<file path="config.mk">
export PLATFORM = sky130hd
export DESIGN_NAME = chan_act_ctrl
export DESIGN_NICKNAME = d
export VERILOG_FILES = /design/src/rtl/chan_act_pkg.sv /design/src/rtl/chan_desc_check.sv /design/src/rtl/chan_cfg_regs.sv /design/src/rtl/chan_cmd_fsm.sv /design/src/rtl/chan_act_ctrl.sv
export SDC_FILE = /design/constraint.sdc
export NUM_CORES = 1
export LEC_CHECK = 0
export ABC_AREA = 1
export ABC_CLOCK_PERIOD_IN_PS = 4900
export BUFFER_PORTS_ARGS = -buffer_cell sky130_fd_sc_hd__clkbuf_2
export CAP_MARGIN = 20
export CORE_MARGIN = 1.5
export CORE_UTILIZATION = 51
export DETAILED_ROUTE_END_ITERATION = 8
export GPL_ROUTABILITY_DRIVEN = 0
export PLACE_DENSITY = 0.92
export SKIP_LAST_GASP = 1
export SLEW_MARGIN = 20
export SYNTH_ARGS = -nofsm -noshare
export SYNTH_HDL_FRONTEND = slang
export SYNTH_SLANG_ARGS = --single-unit
export TNS_END_PERCENT = 10
</file>
<file path="constraint.sdc">
create_clock -name clk -period 4.9 [get_ports clk]
set_input_delay 0.245 -clock clk [delete_from_list [all_inputs] [get_ports clk]]
set_output_delay 0.245 -clock clk [all_outputs]
set_load 0.02 [all_outputs]
</file>
<file path="src/rtl/chan_act_pkg.sv">
package chan_act_pkg;

   typedef enum logic [1:0] {
      ST_IDLE   = 2'b00,
      ST_ACTIVE = 2'b01,
      ST_PAUSED = 2'b10,
      ST_UNDEF  = 2'b11
   } chan_state_e;

   localparam logic [2:0] MODE_XOR  = 3'd0;
   localparam logic [2:0] MODE_CRC  = 3'd1;
   localparam logic [2:0] MODE_COPY = 3'd2;

   localparam logic [1:0] ADDR_CFG  = 2'd0;
   localparam logic [1:0] ADDR_MODE = 2'd1;
   localparam logic [1:0] ADDR_PTR  = 2'd2;
   localparam logic [1:0] ADDR_ACT  = 2'd3;

   localparam int CMD_W       = 4;
   localparam int CMD_START   = 0;
   localparam int CMD_STOP    = 1;
   localparam int CMD_PAUSE   = 2;
   localparam int CMD_RESTART = 3;

   localparam int ACT_ST_LSB  = 4;
   localparam int FLAG_DONE   = 8;
   localparam int FLAG_ERR    = 9;
   localparam int FLAG_BUSY   = 10;

   localparam int CFG_SRC_LSB = 4;
   localparam int CFG_DST_LSB = 8;
   localparam int CFG_PROT    = 12;

endpackage

</file>
<file path="src/rtl/chan_desc_check.sv">
module chan_desc_check
   import chan_act_pkg::*;
#(
   parameter int PTR_W      = 32,
   parameter int XOR_ALIGN  = 6,
   parameter int BASE_ALIGN = 5
) (
   input  logic [2:0]       mode_i,
   input  logic [PTR_W-1:0] ptr_i,
   output logic             ptr_ok_o
);

   generate
      if (XOR_ALIGN < 1 || XOR_ALIGN >= PTR_W)
         $error("chan_desc_check: XOR_ALIGN out of range");
      if (BASE_ALIGN < 1 || BASE_ALIGN >= PTR_W)
         $error("chan_desc_check: BASE_ALIGN out of range");
   endgenerate

   localparam logic [PTR_W-1:0] XOR_MASK  =
      {{(PTR_W-XOR_ALIGN){1'b0}}, {XOR_ALIGN{1'b1}}};
   localparam logic [PTR_W-1:0] BASE_MASK =
      {{(PTR_W-BASE_ALIGN){1'b0}}, {BASE_ALIGN{1'b1}}};

   logic aligned;

   always_comb begin
      case (mode_i)
         MODE_XOR:            aligned = ((ptr_i & XOR_MASK) == '0);
         MODE_CRC, MODE_COPY: aligned = ((ptr_i & BASE_MASK) == '0);
         default:             aligned = 1'b0;
      endcase
      ptr_ok_o = aligned && (ptr_i != '0);
   end

   always_comb begin
      if (ptr_i == '0)
         assert (!ptr_ok_o) else $error("p_zero_ptr_r9 violated");
   end

endmodule

</file>
<file path="src/rtl/chan_cfg_regs.sv">
module chan_cfg_regs
   import chan_act_pkg::*;
#(
   parameter int              DATA_W  = 32,
   parameter int              PTR_W   = 32,
   parameter int              BURST_W = 3,
   parameter logic [BURST_W-1:0] RST_SRC = 3'd4,
   parameter logic [BURST_W-1:0] RST_DST = 3'd4,
   parameter logic            RST_PROT = 1'b1
) (
   input  logic               clk,
   input  logic               rst_n,
   input  logic               wr_en_i,
   input  logic [1:0]         wr_addr_i,
   input  logic [DATA_W-1:0]  wr_data_i,
   input  logic               idle_i,
   output logic [2:0]         mode_o,
   output logic [PTR_W-1:0]   ptr_o,
   output logic [BURST_W-1:0] src_burst_o,
   output logic [BURST_W-1:0] dst_burst_o,
   output logic               prot_o,
   output logic               refuse_o
);

   generate
      if (PTR_W > DATA_W)
         $error("chan_cfg_regs: pointer wider than data bus");
      if (BURST_W < 1 || BURST_W > 4)
         $error("chan_cfg_regs: BURST_W must be 1 to 4");
   endgenerate

   logic cfg_we, mode_we, ptr_we;

   assign cfg_we   = wr_en_i && (wr_addr_i == ADDR_CFG);
   assign mode_we  = wr_en_i && (wr_addr_i == ADDR_MODE) && idle_i;
   assign ptr_we   = wr_en_i && (wr_addr_i == ADDR_PTR)  && idle_i;
   assign refuse_o = wr_en_i && !idle_i &&
                     ((wr_addr_i == ADDR_MODE) || (wr_addr_i == ADDR_PTR));

   always_ff @(posedge clk or negedge rst_n) begin
      if (!rst_n) begin
         src_burst_o <= RST_SRC;
         dst_burst_o <= RST_DST;
         prot_o      <= RST_PROT;
      end else if (cfg_we) begin
         src_burst_o <= wr_data_i[CFG_SRC_LSB +: BURST_W];
         dst_burst_o <= wr_data_i[CFG_DST_LSB +: BURST_W];
         prot_o      <= wr_data_i[CFG_PROT];
      end
   end

   always_ff @(posedge clk or negedge rst_n) begin
      if (!rst_n)       mode_o <= MODE_XOR;
      else if (mode_we) mode_o <= wr_data_i[2:0];
   end

   always_ff @(posedge clk or negedge rst_n) begin
      if (!rst_n)      ptr_o <= '0;
      else if (ptr_we) ptr_o <= wr_data_i[PTR_W-1:0];
   end

   p_cfg_keeps_mode_r2: assert property (@(posedge clk) disable iff (!rst_n)
      (wr_en_i && wr_addr_i == ADDR_CFG) |=> $stable(mode_o));

   p_mode_held_busy_r12: assert property (@(posedge clk) disable iff (!rst_n)
      !idle_i |=> $stable(mode_o));

   p_ptr_held_busy_r12: assert property (@(posedge clk) disable iff (!rst_n)
      !idle_i |=> $stable(ptr_o));

endmodule

</file>
<file path="src/rtl/chan_cmd_fsm.sv">
module chan_cmd_fsm
   import chan_act_pkg::*;
(
   input  logic             clk,
   input  logic             rst_n,
   input  logic             cmd_wr_i,
   input  logic [CMD_W-1:0] cmd_i,
   input  logic [2:0]       clr_i,
   input  logic             ptr_ok_i,
   input  logic             done_i,
   input  logic             refuse_i,
   output chan_state_e      state_o,
   output logic [CMD_W-1:0] pend_o,
   output logic             start_o,
   output logic             abort_o,
   output logic             pause_o,
   output logic             resume_o,
   output logic             done_flag_o,
   output logic             err_flag_o,
   output logic             busy_flag_o
);

   chan_state_e eff_state, nxt_state;
   logic        done_hit;
   logic        s_start, s_abort, s_pause, s_resume;
   logic        set_err, set_busy;

   assign done_hit  = done_i && (state_o == ST_ACTIVE);
   assign eff_state = done_hit ? ST_IDLE : state_o;

   always_comb begin
      nxt_state = eff_state;
      s_start   = 1'b0;
      s_abort   = 1'b0;
      s_pause   = 1'b0;
      s_resume  = 1'b0;
      set_err   = 1'b0;
      set_busy  = 1'b0;
      if (pend_o != '0) begin
         if (!$onehot(pend_o)) begin
            set_err = 1'b1;
         end else if (pend_o[CMD_START]) begin
            if (eff_state == ST_ACTIVE) set_busy = 1'b1;
            else if (ptr_ok_i) begin
               nxt_state = ST_ACTIVE;
               s_start   = 1'b1;
            end else set_err = 1'b1;
         end else if (pend_o[CMD_STOP]) begin
            if (eff_state == ST_ACTIVE) begin
               nxt_state = ST_IDLE;
               s_abort   = 1'b1;
            end else if (eff_state == ST_PAUSED) set_err = 1'b1;
         end else if (pend_o[CMD_PAUSE]) begin
            if (eff_state == ST_ACTIVE) begin
               nxt_state = ST_PAUSED;
               s_pause   = 1'b1;
            end else set_err = 1'b1;
         end else begin
            if (eff_state == ST_PAUSED) begin
               nxt_state = ST_ACTIVE;
               s_resume  = 1'b1;
            end else set_err = 1'b1;
         end
      end
   end

   always_ff @(posedge clk or negedge rst_n) begin
      if (!rst_n) begin
         state_o  <= ST_IDLE;
         pend_o   <= '0;
         start_o  <= 1'b0;
         abort_o  <= 1'b0;
         pause_o  <= 1'b0;
         resume_o <= 1'b0;
      end else begin
         state_o  <= nxt_state;
         pend_o   <= cmd_wr_i ? cmd_i : '0;
         start_o  <= s_start;
         abort_o  <= s_abort;
         pause_o  <= s_pause;
         resume_o <= s_resume;
      end
   end

   always_ff @(posedge clk or negedge rst_n) begin
      if (!rst_n) begin
         done_flag_o <= 1'b0;
         err_flag_o  <= 1'b0;
         busy_flag_o <= 1'b0;
      end else begin
         done_flag_o <= (done_flag_o & ~clr_i[0]) | done_hit;
         err_flag_o  <= (err_flag_o  & ~clr_i[1]) | set_err | refuse_i;
         busy_flag_o <= (busy_flag_o & ~clr_i[2]) | set_busy;
      end
   end

   p_status_legal_r3: assert property (@(posedge clk) disable iff (!rst_n)
      state_o != ST_UNDEF);

   p_strobe_onehot_r8: assert property (@(posedge clk) disable iff (!rst_n)
      $onehot0({start_o, abort_o, pause_o, resume_o}));

   p_start_needs_ptr_r4: assert property (@(posedge clk) disable iff (!rst_n)
      (pend_o[CMD_START] && !ptr_ok_i) |=> !start_o);

   p_busy_no_change_r5: assert property (@(posedge clk) disable iff (!rst_n)
      (pend_o == 4'b0001 && state_o == ST_ACTIVE && !done_i) |=>
      (state_o == ST_ACTIVE && busy_flag_o && !start_o));

   p_cmd_selfclear_r11: assert property (@(posedge clk) disable iff (!rst_n)
      (pend_o != '0 && !cmd_wr_i) |=> pend_o == '0);

   p_done_to_idle_r10: assert property (@(posedge clk) disable iff (!rst_n)
      (done_i && state_o == ST_ACTIVE && pend_o == '0) |=>
      (state_o == ST_IDLE && done_flag_o));

   p_resume_from_pause_r6: assert property (@(posedge clk) disable iff (!rst_n)
      (pend_o == 4'b1000 && state_o != ST_PAUSED) |=> !resume_o);

endmodule

</file>
<file path="src/rtl/chan_act_ctrl.sv">
module chan_act_ctrl
   import chan_act_pkg::*;
#(
   parameter int DATA_W     = 32,
   parameter int PTR_W      = 32,
   parameter int BURST_W    = 3,
   parameter int XOR_ALIGN  = 6,
   parameter int BASE_ALIGN = 5
) (
   input  logic               clk,
   input  logic               rst_n,
   input  logic               wr_en_i,
   input  logic [1:0]         wr_addr_i,
   input  logic [DATA_W-1:0]  wr_data_i,
   input  logic [1:0]         rd_addr_i,
   output logic [DATA_W-1:0]  rd_data_o,
   input  logic               done_i,
   output logic               start_o,
   output logic               abort_o,
   output logic               pause_o,
   output logic               resume_o,
   output logic [1:0]         status_o,
   output logic [2:0]         mode_o,
   output logic [PTR_W-1:0]   desc_ptr_o,
   output logic [BURST_W-1:0] src_burst_o,
   output logic [BURST_W-1:0] dst_burst_o,
   output logic               protect_o
);

   generate
      if (DATA_W < FLAG_BUSY + 3)
         $error("chan_act_ctrl: data bus too narrow for register fields");
   endgenerate

   chan_state_e      state;
   logic [CMD_W-1:0] pend;
   logic             ptr_ok, refuse;
   logic             f_done, f_err, f_busy;
   logic             cmd_wr;

   assign cmd_wr = wr_en_i && (wr_addr_i == ADDR_ACT);

   chan_cfg_regs #(
      .DATA_W(DATA_W), .PTR_W(PTR_W), .BURST_W(BURST_W),
      .RST_SRC(BURST_W'(4)), .RST_DST(BURST_W'(4)), .RST_PROT(1'b1)
   ) cfg_i (
      .clk(clk), .rst_n(rst_n),
      .wr_en_i(wr_en_i), .wr_addr_i(wr_addr_i), .wr_data_i(wr_data_i),
      .idle_i(state == ST_IDLE),
      .mode_o(mode_o), .ptr_o(desc_ptr_o),
      .src_burst_o(src_burst_o), .dst_burst_o(dst_burst_o),
      .prot_o(protect_o), .refuse_o(refuse)
   );

   chan_desc_check #(
      .PTR_W(PTR_W), .XOR_ALIGN(XOR_ALIGN), .BASE_ALIGN(BASE_ALIGN)
   ) chk_i (
      .mode_i(mode_o), .ptr_i(desc_ptr_o), .ptr_ok_o(ptr_ok)
   );

   chan_cmd_fsm fsm_i (
      .clk(clk), .rst_n(rst_n),
      .cmd_wr_i(cmd_wr), .cmd_i(wr_data_i[CMD_W-1:0]),
      .clr_i(cmd_wr ? wr_data_i[FLAG_BUSY:FLAG_DONE] : 3'b000),
      .ptr_ok_i(ptr_ok), .done_i(done_i), .refuse_i(refuse),
      .state_o(state), .pend_o(pend),
      .start_o(start_o), .abort_o(abort_o),
      .pause_o(pause_o), .resume_o(resume_o),
      .done_flag_o(f_done), .err_flag_o(f_err), .busy_flag_o(f_busy)
   );

   assign status_o = state;

   always_comb begin
      rd_data_o = '0;
      case (rd_addr_i)
         ADDR_CFG: begin
            rd_data_o[2:0]                      = mode_o;
            rd_data_o[CFG_SRC_LSB +: BURST_W]   = src_burst_o;
            rd_data_o[CFG_DST_LSB +: BURST_W]   = dst_burst_o;
            rd_data_o[CFG_PROT]                 = protect_o;
         end
         ADDR_MODE: rd_data_o[2:0] = mode_o;
         ADDR_PTR:  rd_data_o[PTR_W-1:0] = desc_ptr_o;
         default: begin
            rd_data_o[CMD_W-1:0]          = pend;
            rd_data_o[ACT_ST_LSB +: 2]    = state;
            rd_data_o[FLAG_DONE]          = f_done;
            rd_data_o[FLAG_ERR]           = f_err;
            rd_data_o[FLAG_BUSY]          = f_busy;
         end
      endcase
   end

   p_abort_from_active_r7: assert property (@(posedge clk) disable iff (!rst_n)
      abort_o |-> ($past(status_o) == 2'b01 && status_o == 2'b00));

   p_pause_from_active_r6: assert property (@(posedge clk) disable iff (!rst_n)
      pause_o |-> ($past(status_o) == 2'b01 && status_o == 2'b10));

endmodule

</file>
==> flow_summary.json <==
{
  "timing.critical_path.mode_cell": "inv_1",
  "fin_crit_ns": 2.51,
  "syn_avg_cell_area_um2": 7.83,
  "core_mm2": 0.00514,
  "port-buffer-count": 119,
  "grt_max_degree": 65,
  "clock_path_buffers": 2,
  "h-tree-depth": 2,
  "final_util_pct": 68.0,
  "hold_path_class": "primary input to asynchronous set/reset pin",
  "cts_sinks": 55,
  "power_mw": 1.29,
  "powerDensity_mw_per_mm2": 368,
  "dpl_worst_slack_ns": 2.61,
  "stdcell_area_mm2": 0.00350,
  "crit_type": "register to register",
  "reg2reg_from": "fsm_i.pend_o[0]",
  "io-pin-count": 120,
  "grt_pass1_vias": 2517,
  "start_util_pct": 53.2,
  "area_delta_synth_final_pct": 27.9,
  "antenna_found_initial": 0,
  "grt_first_pass_wirelength_um": 12100,
  "timing.rr.end": "fsm_i.state_o[1]",
  "dieArea_mm2": 0.00581,
  "maxCapViolations": 0,
  "synth.distinct_cells": 22,
  "placed_cell_area_mm2": 0.00339,
  "chipHeight_um": 76.2,
  "met2_usage_pct": 42.1,
  "row_count": 26,
  "grt-ovfl-total": 0,
  "clk_pin_slew_worst_paths_ns": 0.09,
  "status": "complete, no violations",
  "rrSetupSlack_ns": 2.39,
  "top_usage_layer": "met2",
  "rsz0062_at_grt": "false",
  "root_buffer": "clkbuf_8",
  "setup_viol": 0,
  "synthArstFlopShare_pct": 100,
  "syn_area_mm2": 0.00273,
  "dpl.hpwl_um": 5410,
  "cp_slowest_cell": "fa_1",
  "grt.met1_usage_pct": 35.7,
  "clkLatencyLatePin_ns": 0.31,
  "netlist_instances": 349,
  "holdBufCountCts": 0,
  "via_per_inst": 5.09,
  "p_leak_nw": 1.96,
  "synth-seq-cells": 55,
  "synth_nets": 399,
  "crit_chain": "inv_1 > ha_1 > ha_1 > inv_1 > fa_1 > nand4_1 > nor2_1 > nand2_1 > o21ai_0 > o21ai_1 > inv_1",
  "wl_um": 7280,
  "drtPass1Iterations": 5,
  "slowest_delay_ns": 0.51,
  "final.setup.tns_ns": 0,
  "final_max_slew_viol_count": 0,
  "hold_viol_final": 0,
  "drt_iter0_markers": 260,
  "synth_largest_area_cell": "dfrtp_1",
  "yosys-top-cells-count": "nor2_1, nand2_1, dfrtp_1, inv_1, o21ai_1",
  "post-synth-top-count-cell": "nor2_1",
  "grt.total_usage_pct": 25.7,
  "cts_buffers": 5,
  "synth_edf_count": 0,
  "ys.warnings.count": 0,
  "use_met3_pct": 3.35,
  "dominantRegCellSynth": "dfrtp_1",
  "die-width_um": 76.2,
  "period_share_pct": 51.1,
  "crit_fanout": 8,
  "tritoncts": "done",
  "peakVddDrop_mv": 0.247,
  "crit_arrival_ns": 2.76,
  "n_antenna_cell": 0,
  "vias": 2740,
  "skew_ns": 0.00697,
  "ant_nets": 0,
  "ys_seq_area_share_pct": 50.5,
  "cts-resized-gates": 0,
  "rr_worst_depth": 11,
  "worst_slack_ns": 2.39,
  "required_ns": 5.15,
  "drc_errors": 0,
  "slew_headroom_pct": 55.4,
  "num-fill-cells": 453,
  "start_kind": "register",
  "synth_area_leaders": "dfrtp_1, nor2_1, nand2_1",
  "final_nets": 518,
  "post_drt_wl_per_cell_um": 13.5,
  "tightest_slew_ns": 0.669,
  "critPathCaptureType": "register",
  "max_freq_ghz": 0.399,
  "post_cts_buffers": 0,
  "final_layout_size_suffix_gt1_share_pct": 29.7,
  "synth_top_cell_area_share_pct": 47.6
}
registers in the layout (all words and copies together) (netlist names):
signal	cells
fsm_i.state_o	2
fsm_i.pend_o	4
cfg_i.prot_o	1
cfg_i.ptr_o	32
cfg_i.mode_o	3
fsm_i.start_o	1
cfg_i.dst_burst_o	3
cfg_i.src_burst_o	3
fsm_i.resume_o	1
fsm_i.done_flag_o	1
fsm_i.busy_flag_o	1
fsm_i.err_flag_o	1
fsm_i.pause_o	1
fsm_i.abort_o	1
worst max-delay path: cells and delay by family (launching register included):
kind	cells	cell delay, ns
compound gates	2	0.31
fa+ha+maj	3	0.95
buf+inv	3	0.23
flops	1	0.49
simple gates	3	0.46
report_power, final:
part	total, mW	switching, mW	internal [mW]
combinational	0.398	0.267	0.131
sequential	0.596	0.0676	0.528
clock	0.294	0.143	0.150
layer usage:
layer | vias up | wire (µm)
li1 | 1331 | -
met1 | 1260 | 3100
met2 | 135 | 3530
met3 | 14 | 494
met4 | 0 | 150
met5 | - | 0
cell type report:
class | instances | area, µm² | area share (%)
multi-input combinational | 232 | 1110 | 31.8
inverter | 52 | 195 | 5.58
clock buffer | 6 | 72.6 | 2.08
tap | 70 | 87.6 | 2.51
sequential | 55 | 1380 | 39.5
clock inverter | 1 | 30.0 | 0.859
timing repair buffer | 122 | 618 | 17.7
worst max-delay path by stage:
stage,cells after the start,end,start
3_3_place_gp,11,fsm_i.state_o[1],fsm_i.pend_o[0]
2_1_floorplan,10,fsm_i.state_o[0],fsm_i.pend_o[0]
5_1_grt,10,fsm_i.state_o[0],fsm_i.pend_o[0]
6_report,11,fsm_i.state_o[1],fsm_i.pend_o[0]
4_1_cts,11,fsm_i.state_o[1],fsm_i.pend_o[0]
3_5_place_dp,11,fsm_i.state_o[1],fsm_i.pend_o[0]
cell families after synthesis:
family | count (synthesis) | synth area share, %
adder cells (fa/ha/maj) | 10 | 4.85
AND/OR/NAND/NOR | 159 | 23.1
buffers and inverters | 62 | 8.83
AO/OA/AOI/OAI | 63 | 12.7
flip-flops | 55 | 50.5
metrics by stage:
stage	hold slack (ns)	cells
3_3_place_gp	0.406	531
4_1_cts	0.0846	538
2_1_floorplan	-0.0506	349
5_1_grt	0.133	538
6_report	0.0522	538
3_5_place_dp	0.413	531
cells in the final DEF (no fill, tap or decap), drive strengths merged, types with 4 or more instances in the layout:
cell    count
o211ai      4
a21oi      26
clkbuf    125
ha          9
nand3      12
nor2       73
nand2      68
dfrtp      52
inv        52
o21ai      30
Note: power is estimated with default switching activity, not from simulation.
